**config.mk**
```make
export PLATFORM = sky130hd
export DESIGN_NAME = mesi_line_ctrl
export DESIGN_NICKNAME = d
export VERILOG_FILES = /design/src/rtl/mesi_pkg.sv /design/src/rtl/mesi_snoop_unit.sv /design/src/rtl/mesi_line_store.sv /design/src/rtl/mesi_line_ctrl.sv
export SDC_FILE = /design/constraint.sdc
export NUM_CORES = 1
export LEC_CHECK = 0
export BUFFER_PORTS_ARGS = -buffer_cell sky130_fd_sc_hd__buf_2
export CORE_ASPECT_RATIO = 1.4
export CORE_MARGIN = 5
export CORE_UTILIZATION = 45
export DETAILED_ROUTE_END_ITERATION = 12
export GPL_ROUTABILITY_DRIVEN = 1
export SYNTH_ARGS = -nofsm -noshare
export SYNTH_HDL_FRONTEND = slang
export SYNTH_HIERARCHICAL = 1
export SYNTH_SLANG_ARGS = --single-unit
```
**constraint.sdc**
```tcl
create_clock -name clk -period 6.6 [get_ports clk]
set_input_delay 0.66 -clock clk [delete_from_list [all_inputs] [get_ports clk]]
set_output_delay 0.66 -clock clk [all_outputs]
set_load 0.02 [all_outputs]
```
**src/rtl/mesi_pkg.sv**
```systemverilog
package mesi_pkg;

  typedef enum logic [1:0] {
    ST_I = 2'b00,
    ST_S = 2'b01,
    ST_E = 2'b10,
    ST_M = 2'b11
  } line_st_t;

  typedef enum logic [2:0] {
    OP_NONE = 3'd0,
    OP_RD   = 3'd1,
    OP_RFO  = 3'd2,
    OP_INV  = 3'd3,
    OP_WB   = 3'd4
  } bus_op_t;

  typedef enum logic [1:0] {
    PH_IDLE = 2'd0,
    PH_WB   = 2'd1,
    PH_ACQ  = 2'd2
  } phase_t;

  // state a line takes after another cache's transaction
  function automatic line_st_t snoop_next(input line_st_t s, input logic [2:0] op);
    if (op == OP_RD) return (s == ST_I) ? ST_I : ST_S;
    if (op == OP_RFO || op == OP_INV) return ST_I;
    return s;
  endfunction

  // dirty data must be supplied when a snoop touches a Modified line
  function automatic logic snoop_flush(input line_st_t s, input logic [2:0] op);
    return (s == ST_M) && (op == OP_RD || op == OP_RFO || op == OP_INV);
  endfunction

  // a local access completes without the bus
  function automatic logic local_hit(input line_st_t s, input logic wr);
    return wr ? (s == ST_E || s == ST_M) : (s != ST_I);
  endfunction

  // state installed when a fill is granted
  function automatic line_st_t fill_state(input logic [2:0] op);
    return (op == OP_RD) ? ST_E : ST_M;
  endfunction

endpackage

```
**src/rtl/mesi_snoop_unit.sv**
```systemverilog
module mesi_snoop_unit
  import mesi_pkg::*;
#(
  parameter int TAG_W = 10
) (
  input  logic             snp_valid,
  input  logic [2:0]       snp_op,
  input  logic [TAG_W-1:0] snp_tag,
  input  logic [TAG_W-1:0] line_tag,
  input  line_st_t         line_st,
  output logic             hit,
  output line_st_t         nxt_st,
  output logic             flush
);
  logic op_ok;

  always_comb begin
    op_ok  = (snp_op == OP_RD) || (snp_op == OP_RFO) || (snp_op == OP_INV);
    hit    = snp_valid && op_ok && (line_tag == snp_tag) && (line_st != ST_I);
    nxt_st = snoop_next(line_st, snp_op);
    flush  = hit && snoop_flush(line_st, snp_op);
  end
endmodule

```
**src/rtl/mesi_line_store.sv**
```systemverilog
module mesi_line_store
  import mesi_pkg::*;
#(
  parameter int IDX_W = 4,
  parameter int TAG_W = 10
) (
  input  logic             clk,
  input  logic             rst_n,
  // lookup port
  input  logic [IDX_W-1:0] lk_idx,
  output logic [TAG_W-1:0] lk_tag,
  output line_st_t         lk_st,
  // snoop port
  input  logic [IDX_W-1:0] sn_idx,
  output logic [TAG_W-1:0] sn_tag,
  output line_st_t         sn_st,
  // observation port
  input  logic [IDX_W-1:0] ob_idx,
  output line_st_t         ob_st,
  // snoop write
  input  logic             sn_we,
  input  line_st_t         sn_wst,
  // local write (wins over snoop, it was decided on the post-snoop state)
  input  logic [IDX_W-1:0] loc_idx,
  input  logic             loc_st_we,
  input  line_st_t         loc_wst,
  input  logic             loc_tag_we,
  input  logic [TAG_W-1:0] loc_wtag
);
  localparam int LINES = 1 << IDX_W;

  line_st_t         st_q  [LINES];
  logic [TAG_W-1:0] tag_q [LINES];

  for (genvar g = 0; g < LINES; g++) begin : g_line
    localparam logic [IDX_W-1:0] MY_IDX = IDX_W'(g);
    always_ff @(posedge clk) begin
      if (!rst_n) begin
        st_q[g]  <= ST_I;
        tag_q[g] <= '0;
      end else begin
        if (loc_st_we && loc_idx == MY_IDX)  st_q[g] <= loc_wst;
        else if (sn_we && sn_idx == MY_IDX)  st_q[g] <= sn_wst;
        if (loc_tag_we && loc_idx == MY_IDX) tag_q[g] <= loc_wtag;
      end
    end
  end

  assign lk_tag = tag_q[lk_idx];
  assign lk_st  = st_q[lk_idx];
  assign sn_tag = tag_q[sn_idx];
  assign sn_st  = st_q[sn_idx];
  assign ob_st  = st_q[ob_idx];
endmodule

```
**src/rtl/mesi_line_ctrl.sv**
```systemverilog
module mesi_line_ctrl
  import mesi_pkg::*;
#(
  parameter int ADDR_W = 16,
  parameter int IDX_W  = 4,
  parameter int OFF_W  = 2
) (
  input  logic              clk,
  input  logic              rst_n,
  input  logic              cpu_valid,
  input  logic              cpu_write,
  input  logic [ADDR_W-1:0] cpu_addr,
  output logic              cpu_ready,
  output logic              cpu_done,
  output logic              cpu_hit,
  output logic              bus_req,
  output logic [2:0]        bus_op,
  output logic [ADDR_W-1:0] bus_addr,
  input  logic              bus_gnt,
  input  logic              snp_valid,
  input  logic [2:0]        snp_op,
  input  logic [ADDR_W-1:0] snp_addr,
  output logic              snp_flush
);
  localparam int TAG_W = ADDR_W - IDX_W - OFF_W;

  phase_t           phase;
  bus_op_t          pend_op;
  logic [IDX_W-1:0] pend_idx;
  logic [TAG_W-1:0] pend_tag;
  logic             done_q, hit_q, flush_q;

  // address split
  logic [IDX_W-1:0] cpu_idx, sn_idx, lk_idx;
  logic [TAG_W-1:0] cpu_tag, sn_tag_in;
  assign cpu_idx   = cpu_addr[OFF_W +: IDX_W];
  assign cpu_tag   = cpu_addr[ADDR_W-1 -: TAG_W];
  assign sn_idx    = snp_addr[OFF_W +: IDX_W];
  assign sn_tag_in = snp_addr[ADDR_W-1 -: TAG_W];
  assign lk_idx    = (phase == PH_IDLE) ? cpu_idx : pend_idx;

  // storage
  logic [TAG_W-1:0] lk_tag, sn_tag;
  line_st_t         lk_st_raw, sn_st, pend_st, sn_next, loc_wst;
  logic             sn_hit, sn_flush, loc_st_we, loc_tag_we;

  mesi_line_store #(.IDX_W(IDX_W), .TAG_W(TAG_W)) u_store (
    .clk        (clk),
    .rst_n      (rst_n),
    .lk_idx     (lk_idx),
    .lk_tag     (lk_tag),
    .lk_st      (lk_st_raw),
    .sn_idx     (sn_idx),
    .sn_tag     (sn_tag),
    .sn_st      (sn_st),
    .ob_idx     (pend_idx),
    .ob_st      (pend_st),
    .sn_we      (sn_hit),
    .sn_wst     (sn_next),
    .loc_idx    (lk_idx),
    .loc_st_we  (loc_st_we),
    .loc_wst    (loc_wst),
    .loc_tag_we (loc_tag_we),
    .loc_wtag   (pend_tag)
  );

  mesi_snoop_unit #(.TAG_W(TAG_W)) u_snoop (
    .snp_valid (snp_valid),
    .snp_op    (snp_op),
    .snp_tag   (sn_tag_in),
    .line_tag  (sn_tag),
    .line_st   (sn_st),
    .hit       (sn_hit),
    .nxt_st    (sn_next),
    .flush     (sn_flush)
  );

  // snoop is applied first: local decisions see the post-snoop state
  line_st_t lk_st;
  assign lk_st = (sn_hit && sn_idx == lk_idx) ? sn_next : lk_st_raw;

  // named events
  logic accept, tag_match, ev_hit, ev_upgrade, ev_miss, ev_victim_wb, bus_fire;
  assign accept       = cpu_valid && (phase == PH_IDLE);
  assign tag_match    = (lk_tag == cpu_tag);
  assign ev_hit       = accept && tag_match && local_hit(lk_st, cpu_write);
  assign ev_upgrade   = accept && tag_match && cpu_write && (lk_st == ST_S);
  assign ev_miss      = accept && !ev_hit && !ev_upgrade;
  assign ev_victim_wb = ev_miss && (lk_st == ST_M);
  assign bus_fire     = bus_req && bus_gnt;

  // bus request
  always_comb begin
    bus_req  = (phase == PH_ACQ) || (phase == PH_WB && lk_st == ST_M);
    bus_op   = (phase == PH_WB) ? OP_WB : pend_op;
    bus_addr = (phase == PH_WB) ? {lk_tag, pend_idx, {OFF_W{1'b0}}}
                                : {pend_tag, pend_idx, {OFF_W{1'b0}}};
  end

  // local state writes
  always_comb begin
    loc_st_we  = 1'b0;
    loc_wst    = ST_I;
    loc_tag_we = 1'b0;
    if (ev_hit && cpu_write) begin
      loc_st_we = 1'b1;
      loc_wst   = ST_M;
    end else if (phase == PH_WB && bus_fire) begin
      loc_st_we = 1'b1;
      loc_wst   = ST_I;
    end else if (phase == PH_ACQ && bus_fire) begin
      loc_st_we  = 1'b1;
      loc_wst    = fill_state(pend_op);
      loc_tag_we = 1'b1;
    end
  end

  // sequencing
  always_ff @(posedge clk) begin
    if (!rst_n) begin
      phase    <= PH_IDLE;
      pend_op  <= OP_NONE;
      pend_idx <= '0;
      pend_tag <= '0;
      done_q   <= 1'b0;
      hit_q    <= 1'b0;
      flush_q  <= 1'b0;
    end else begin
      done_q  <= 1'b0;
      hit_q   <= 1'b0;
      flush_q <= sn_flush;
      case (phase)
        PH_IDLE: begin
          if (ev_hit) begin
            done_q <= 1'b1;
            hit_q  <= 1'b1;
          end else if (ev_upgrade || ev_miss) begin
            pend_idx <= cpu_idx;
            pend_tag <= cpu_tag;
            pend_op  <= ev_upgrade ? OP_INV : (cpu_write ? OP_RFO : OP_RD);
            phase    <= ev_victim_wb ? PH_WB : PH_ACQ;
          end
        end
        PH_WB: begin
          if (bus_fire || lk_st != ST_M) phase <= PH_ACQ;
        end
        PH_ACQ: begin
          if (bus_fire) begin
            phase  <= PH_IDLE;
            done_q <= 1'b1;
          end else if (pend_op == OP_INV && lk_st == ST_I) begin
            pend_op <= OP_RFO;
          end
        end
        default: phase <= PH_IDLE;
      endcase
    end
  end

  assign cpu_ready = (phase == PH_IDLE);
  assign cpu_done  = done_q;
  assign cpu_hit   = hit_q;
  assign snp_flush = flush_q;
endmodule

```
==> flow_summary.toml, run 1 <==
[placed_design]
place_ws_ps = 811
place_congestion = 0.834
numPortBuffers = 58
hpwl_mm = 25.4

[sta]
final_hold_viol_count = 0
slew_violations = 0
min_period_ps = 5740
fmax_mhz = 174
fin_crit_sh_pct = 86.9
relSlewSlack_pct = 27.7
finalWorstSetupSlack_ps = 864
finClkSkew_ps = 17.5
rsz0062_at_grt = "false"
worst_slew_pin_slew_ps = 1090
setup_tns_ps = 0
setup-violations-final = 0

[routing]
drt-total-wl_mm = 36.0
vias_per_cell = 6.21
drtAntennaViolNets = 0
drc = 0
dr.pass1.iters = 5
wl_per_cell_um = 25.9
drt_iter0_drc = 778
vias = 8638

[floorplan]
dieArea_um2 = 31700
die_x_um = 152
die_h_um = 209
start_util_pct = 45.8
coreArea_um2 = 27700
num_io_pins = 65
num_rows = 72

[clocking]
tritoncts = "yes"
clk_path_buf_depth = 3
clock_latency_ps = 540
path_clk_slew_ps = 60
htreeDepth = 1
cts_inserted_buffers = 23
post_cts_resized = 0
clkSinkCount = 213
cts_setup_buffers = 0
cts_hold_buf = 0
clock-root-buffer = "clkbuf_16"

[critical_path]
critPathArrivalTime_ps = 6000
crit_type = "reg -> reg"
start_kind = "flop"
crit_fanout = 18
cp-end-kind = "flop"
crit_required_ps = 6860

[finish]
finalNetCount = 1045
final_layout_size_suffix_gt1_share_pct = 23.4
syn2layout_area_growth_pct = 10.7

[global_route]
overflow = 0
grtUsageMet2_pct = 40.6
grt_use_met1_pct = 27.7
use_met3_pct = 2.69
grt_pass1_vias = 8679
grt_pass1_wl_mm = 54.2
antenna_found_initial = 0
track_usage_pct = 22.3
busiest_layer = "met2"
grt_max_degree = 57

[logic_synthesis]
yosys_warnings = 6
avgSynthCellArea_um2 = 13.2
syn-instance-count = 964
synth_area_um2 = 12700

[run_status]
status = "finished, final reports clean"

[power]
leakage_nw = 5.10
ir_worst_vdd_v = 0.000163
p_per_area_nw_per_um2 = 252

[job]
maxCapViolCount = 0

[worst_hold_path]
hp-class = "in -> reg"
[where the power goes]
group / switching (mW) / leakage [nW] / total (mW) / internal (mW)
Sequential: 0.0535 / 2.15 / 1.58 / 1.52
Combinational: 0.350 / 2.56 / 0.588 / 0.238
Clock: 0.551 / 0.387 / 1.38 / 0.834
Total: 0.955 / 5.10 / 3.55 / 2.59
[layout by cell type (no fill, tap or decap), types with 12 or more instances in the layout]
cell	n
mux4_1	23
mux2_2	12
buf_2	57
dfxtp_1	21
mux4_2	70
buf_4	34
o22ai_1	18
and2_1	164
nand3_1	17
edfxtp_1	192
o21ai_0	21
xnor2_1	18
nand2_1	87
nor2_1	27
clkbuf_16	23
a22oi_1	45
mux2i_1	21
[area by class of cell]
type	count	area [um^2]
multi-input cells	662	5980
clock buffers	24	579
flip-flops and latches	213	6190
clock inverters	18	220
fillers	2455	13700
repair buffers	94	601
diodes	1	2.50
inverters	10	38.8
well taps	370	463
[sequential cells by signal, indices dropped and copies added (netlist names), 2 cells and up]
signal         flops
pend_idx           4
pend_op            2
pend_tag          10
phase              2
u_store/st_q      32
u_store/tag_q    160
[final timing paths]
kind | end | slack, ps | from | cells past startpoint
worst min register to register | pend_idx[3]$_SDFFE_PN0P_ | 470 | pend_idx[3]$_SDFFE_PN0P_ | 2
worst max register to register | u_store/st_q[6][0]$_DFFE_PP_ | 860 | phase[0]$_SDFFE_PN0P_ | 15
worst max-delay path | u_store/st_q[6][0]$_DFFE_PP_ | 860 | phase[0]$_SDFFE_PN0P_ | 15
worst min-delay path | pend_idx[1]$_SDFFE_PN0P_ | 380 | cpu_addr[3] | 3
[critical path: stages, from the launching register on]
cell and delay [ps]:
dfxtp_1 420, nor2_4 290, mux2i_1 380, clkinv_2 440
buf_4 410, mux4_1 480, a22oi_1 350, nand2_1 190
xnor2_1 280, nand4_1 120, or4_1 720, o31ai_2 320
a31o_2 290, inv_1 300, o21ai_0 330, o22ai_1 120
[layer usage]
metal  up-vias  share of wire (%)
li1       3810                  -
met1      4418                 38
met2       353                 53
met3        57                6.3
met4         0                3.0
met5         -                  0
[through the flow]
stage               cells  area [um^2]  hold WS, ps  power (mW)  util [%]
floorplan             965        12700          462        2.00         -
global placement     1349        13300          454        2.18      47.8
detailed placement   1349        13300          464        2.19      47.8
CTS                  1391        14100          360        3.57      50.7
global route         1391        14100          379        3.66      50.7
finish               1392        14100          379        3.55      50.7
Note: power is estimated with default switching activity, not from simulation.
==> run 2, diff against run 1 <==
--- a/config.mk
+++ b/config.mk
@@ -5,7 +5,7 @@
 export SDC_FILE = /design/constraint.sdc
 export NUM_CORES = 1
 export LEC_CHECK = 0
-export BUFFER_PORTS_ARGS = -buffer_cell sky130_fd_sc_hd__buf_2
+export BUFFER_PORTS_ARGS = -buffer_cell sky130_fd_sc_hd__clkbuf_2
 export CORE_ASPECT_RATIO = 1.4
 export CORE_MARGIN = 5
 export CORE_UTILIZATION = 45
==> run 2 against run 1 <==
Compared with the run above: hold slack worse by 15 ps; total power is 3.3% lower; critical path depth stayed put; sequential cell count stayed put; clock-buffer cell count is 3 higher; utilization is 0.33 points lower; critical path type unchanged; critical endpoint is now u_store/st_q[10][0]$_DFFE_PP_; largest power group unchanged; highest routed layer unchanged.
==> flow_summary.toml, run 2 (same netlist as run 1, synthesis figures left out) <==
[global_route]
track_usage_pct = 22.2
grt_max_degree = 65
overflow = 0
antenna_found_initial = 0
grt_pass1_vias = 8691
grt_pass1_wl_mm = 54.2

[floorplan]
die_x_um = 152
dieArea_um2 = 31700
die_h_um = 209
num_io_pins = 65
start_util_pct = 45.8
coreArea_um2 = 27700
num_rows = 72

[finish]
final_layout_size_suffix_gt1_share_pct = 23.4
finalNetCount = 1046
largest_register = "u_store/tag_q"
final_common_cell = "edfxtp_1"
fillers = 2458
diodes = 0
syn2layout_area_growth_pct = 10.0
largest_register_ffs = 160
final_area_um2 = 14000
top_regs = "u_store/tag_q (160), u_store/st_q (32), pend_tag (10)"
fin_cells = 1391
final_cell_mix = "192 x edfxtp_1, 164 x and2_1, 87 x nand2_1"

[clocking]
post_cts_resized = 0
clkSinkCount = 213
htreeDepth = 1
cts_inserted_buffers = 23
cts_hold_buf = 0
clock_latency_ps = 540
path_clk_slew_ps = 60
clock-root-buffer = "clkbuf_16"
tritoncts = "yes"
clk_path_buf_depth = 3
cts_setup_buffers = 0

[worst_hold_path]
hp-class = "in -> reg"

[sta]
rsz0062_at_grt = "false"
setup-violations-final = 0
fin_crit_sh_pct = 86.1
finClkSkew_ps = 17.8
worst_slew_pin_slew_ps = 1150
slew_violations = 0
final_hold_viol_count = 0
relSlewSlack_pct = 22.6
min_period_ps = 5680
finalWorstSetupSlack_ps = 919
setup_tns_ps = 0
fmax_mhz = 176

[routing]
drc = 0
wl_met1_mm = 13.7
highest_layer = "met4"
wl_met2_mm = 18.4
dr.pass1.iters = 6
wl_per_cell_um = 25.7
drt-total-wl_mm = 35.8
vias_per_cell = 6.17
drtAntennaViolNets = 0
drt_iter0_drc = 783
wl_met3_mm = 2.48
vias = 8580

[power]
switchingPower_mw = 0.950
seqPwrFrac_pct = 45.9
ir_worst_vdd_v = 0.000148
pwr-share-comb_pct = 17.2
leakage_nw = 5.06
swShare_pct = 27.7
p_int_mw = 2.48
p_per_area_nw_per_um2 = 245
power_frac_clock_pct = 36.8

[critical_path]
critPathArrivalTime_ps = 5940
start_kind = "flop"
cp-end-kind = "flop"
crit_type = "reg -> reg"
crit_required_ps = 6860
crit_fanout = 21

[placed_design]
place_ws_ps = 813
place_congestion = 0.882
place_inst = 1350
hpwl_mm = 25.3
placed_cell_area_um2 = 13300
numPortBuffers = 58

[job]
maxCapViolCount = 0

[run_status]
status = "finished, final reports clean"
[run 2: layout make-up]
type | instances | area (um^2) | share of cell area (%)
Timing Repair Buffer | 95 | 596 | 4.26
Clock inverter | 14 | 125 | 0.895
Multi-Input combinational cell | 662 | 5980 | 42.8
Inverter | 10 | 38.8 | 0.278
Tap cell | 370 | 463 | 3.31
Sequential cell | 213 | 6190 | 44.3
Clock buffer | 27 | 591 | 4.23
[run 2: power groups by stage]
| stage | clock network [mW] | logic (mW) | registers (mW) |
|---|---|---|---|
| after global placement | 0 | 0.585 | 1.60 |
| after floorplan | 0 | 0.429 | 1.57 |
| after detailed placement | 0 | 0.588 | 1.60 |
| after CTS | 1.29 | 0.590 | 1.58 |
| after global routing | 1.34 | 0.624 | 1.58 |
| final | 1.26 | 0.590 | 1.58 |
[run 2: per-layer routing]
metal | vias to the layer above | global-route usage (%)
li1 | 3813 | -
met1 | 4307 | 28.2
met2 | 394 | 39.5
met3 | 66 | 2.73
met4 | 0 | 7.51
met5 | - | 0
[run 2: worst paths after layout]
kind                                          startpoint  cells past startpoint  slack, ps                            end
worst min register to register  pend_idx[2]$_SDFFE_PN0P_                      2        470       pend_idx[2]$_SDFFE_PN0P_
worst min-delay path                         cpu_addr[3]                      3        360       pend_idx[1]$_SDFFE_PN0P_
worst max register to register     phase[0]$_SDFFE_PN0P_                     15        920  u_store/st_q[10][0]$_DFFE_PP_
worst max-delay path               phase[0]$_SDFFE_PN0P_                     15        920  u_store/st_q[10][0]$_DFFE_PP_
[run 2: per-stage QoR]
| stage | total power, mW | utilization [%] | hold WS [ps] |
|---|---|---|---|
| after floorplan | 2.00 | - | 462 |
| after global placement | 2.19 | 47.8 | 455 |
| after detailed placement | 2.19 | 47.8 | 466 |
| after CTS | 3.45 | 50.4 | 351 |
| after global routing | 3.55 | 50.4 | 369 |
| final | 3.43 | 50.4 | 364 |
[run 2: worst max-delay path, cell delays in order, from the launching register on]
cell and delay, ps:
dfxtp_1 410, nor2_4 270, mux2i_1 370, clkinv_2 490, buf_12 350, mux4_1 460
a22oi_1 410, nand2_1 190, xnor2_1 290, nand4_1 120, or4_1 740, o31ai_2 310
a31o_2 210, nand3b_1 290, o2111ai_1 310, a21boi_0 140
==> run 3, diff against run 2 <==
--- a/config.mk
+++ b/config.mk
@@ -5,11 +5,11 @@
 export SDC_FILE = /design/constraint.sdc
 export NUM_CORES = 1
 export LEC_CHECK = 0
-export BUFFER_PORTS_ARGS = -buffer_cell sky130_fd_sc_hd__clkbuf_2
 export CORE_ASPECT_RATIO = 1.4
 export CORE_MARGIN = 5
 export CORE_UTILIZATION = 45
 export DETAILED_ROUTE_END_ITERATION = 12
+export DONT_BUFFER_PORTS = 1
 export GPL_ROUTABILITY_DRIVEN = 1
 export SYNTH_ARGS = -nofsm -noshare
 export SYNTH_HDL_FRONTEND = slang
==> constraint.sdc (replaced) <==
create_clock -name clk -period 6.6 [get_ports clk]
set_input_delay 0.66 -clock clk [delete_from_list [all_inputs] [get_ports clk]]
set_output_delay 0.66 -clock clk [all_outputs]
set_load 0.1 [all_outputs]
==> run 3 against run 2 <==
Compared with the run above: clock power increased by 13%; register-to-register slack got worse by 20 ps; sequential share of layout area up 0.67 points; highest routed layer unchanged; clock skew rose by 4.9 ps; sequential cell count stayed put; non-clock buffer count is 59 lower; global-route usage shrank 0.63 points; via count down 2.1%; clock-buffer cell count rose by 3; sequential power about the same.
==> flow_summary.toml, run 3 (same netlist as run 1, synthesis figures left out) <==
[finish]
finalNetCount = 987
top_regs = "u_store/tag_q (160), u_store/st_q (32), pend_tag (10)"
largest_register = "u_store/tag_q"
post-route-util_pct = 49.6
diodes = 0
final_common_cell = "edfxtp_1"
syn2layout_area_growth_pct = 8.36
final_cell_mix = "192 x edfxtp_1, 164 x and2_1, 87 x nand2_1"
final_layout_size_suffix_gt1_share_pct = 19.0
largest_register_ffs = 160

[critical_path]
worstRegToRegCells = 17
cp_slowest_cell = "or4_1"
cpMostUsedCell = "buf_4"
r2r-start = "phase[0]$_SDFFE_PN0P_"
crit_fanout = 23
crit_required_ps = 6840
path_cells = "nor2_4, buf_4, mux2i_1, inv_1, nor2_1, buf_4, a22oi_1, nand2_1, xnor2_1, nand4_1, or4_1, o31ai_2, buf_4, a31o_2, inv_1, o21ai_0, o22ai_1"
cp-end-kind = "flop"
start_kind = "flop"
timing.rr.end = "u_store/st_q[15][0]$_DFFE_PP_"
regToRegSetupSlack_ps = 900
critPathArrivalTime_ps = 5940
crit_type = "reg -> reg"
max_stage_delay_ps = 730

[routing]
drt_iter0_drc = 749
wl_per_cell_um = 26.4
drc = 0
drtAntennaViolNets = 0
dr.pass1.iters = 6
vias = 8401
vias_per_cell = 6.31
drt-total-wl_mm = 35.2

[sta]
min_period_ps = 5700
setup_tns_ps = 0
rsz0062_at_grt = "false"
final_hold_viol_count = 0
finClkSkew_ps = 22.7
finalWorstSetupSlack_ps = 904
slew_violations = 0
setup-violations-final = 0
fin_crit_sh_pct = 86.3
worst_slew_pin_slew_ps = 1060
fmax_mhz = 176
relSlewSlack_pct = 29.1

[floorplan]
num_rows = 72
num_io_pins = 65
die_x_um = 152
dieArea_um2 = 31700
die_h_um = 209
start_util_pct = 45.8
coreArea_um2 = 27700

[clocking]
clock_latency_ps = 520
htreeDepth = 1
clkSinkCount = 213
path_clk_slew_ps = 70
cts_setup_buffers = 0
post_cts_resized = 0
tritoncts = "yes"
cts_hold_buf = 0
clock-root-buffer = "clkbuf_16"
clk_path_buf_depth = 3
cts_inserted_buffers = 23

[global_route]
grt_max_degree = 93
overflow = 0
grt_pass1_vias = 8368
track_usage_pct = 21.6
antenna_found_initial = 0
grt_pass1_wl_mm = 52.6

[power]
p_per_area_nw_per_um2 = 263
ir_worst_vdd_v = 0.000160
leakage_nw = 4.84
p_total_mw = 3.62

[job]
maxCapViolCount = 0

[worst_hold_path]
hold-path-cell-count = 2
hold_end = "pend_tag[9]$_SDFFE_PN0P_"
hp-class = "in -> reg"
hold_start = "cpu_addr[15]"

[placed_design]
place_congestion = 0.875
place_ws_ps = 963
hpwl_mm = 24.5
numPortBuffers = 0

[run_status]
status = "finished, final reports clean"
-- run 3: changes by cell type in the layout (fill, tap and decap cells not counted), moves of 3 or more --
| cell | before | now |
|---|---|---|
| bufinv_16 | 2 | 6 |
| clkbuf_2 | 57 | 0 |
| clkinv_2 | 6 | 1 |
| o21ai_0 | 19 | 16 |
| o21ai_1 | 8 | 11 |
-- run 3: power by group --
part	switching, mW	internal (mW)
clock	0.545	0.890
combinational	0.380	0.224
sequential	0.0562	1.52
-- run 3: how the worst max path moves through the flow --
stage,from,endpoint,slack (ps),depth (start not counted)
final,phase[0]$_SDFFE_PN0P_,u_store/st_q[15][0]$_DFFE_PP_,900,17
after global routing,phase[0]$_SDFFE_PN0P_,u_store/st_q[5][0]$_DFFE_PP_,580,17
after CTS,phase[0]$_SDFFE_PN0P_,u_store/st_q[15][0]$_DFFE_PP_,950,17
after detailed placement,cpu_addr[2],u_store/st_q[15][0]$_DFFE_PP_,960,15
after global placement,cpu_addr[2],u_store/st_q[13][0]$_DFFE_PP_,1040,15
after floorplan,snp_addr[3],bus_req,1620,15
-- run 3: cell type report --
| type | instances | area [um^2] |
|---|---|---|
| multi-input combinational | 662 | 5980 |
| fill | 2426 | 14000 |
| tap | 370 | 463 |
| clock buffer | 30 | 612 |
| timing repair buffer | 36 | 270 |
| sequential | 213 | 6190 |
| inverter | 10 | 38.8 |
| clock inverter | 11 | 214 |
-- run 3: metrics by stage --
step | instances | cell area [um^2] | hold slack (ps)
floorplan | 965 | 12700 | 462
global placement | 1291 | 12900 | 498
detailed placement | 1291 | 12900 | 509
CTS | 1332 | 13800 | 260
global route | 1332 | 13800 | 270
finish | 1332 | 13800 | 270
-- run 3: critical path, delay by kind of cell (launching register included) --
kind,cells,cell delay (ps)
AO/OA/AOI/OAI,5,1380
multiplexers,1,180
buffers and inverters,5,1730
XOR/XNOR,1,280
flip-flops,1,420
AND/OR/NAND/NOR,5,1410
-- run 3: per-layer routing --
metal  track usage [%]  vias up  part of all wire (%)
li1                  -     3693                     -
met3              4.33       51                   7.7
met1              25.5     4251                    36
met5                 0        -                     0
met2              40.0      406                    53
met4              5.80        0                   2.5
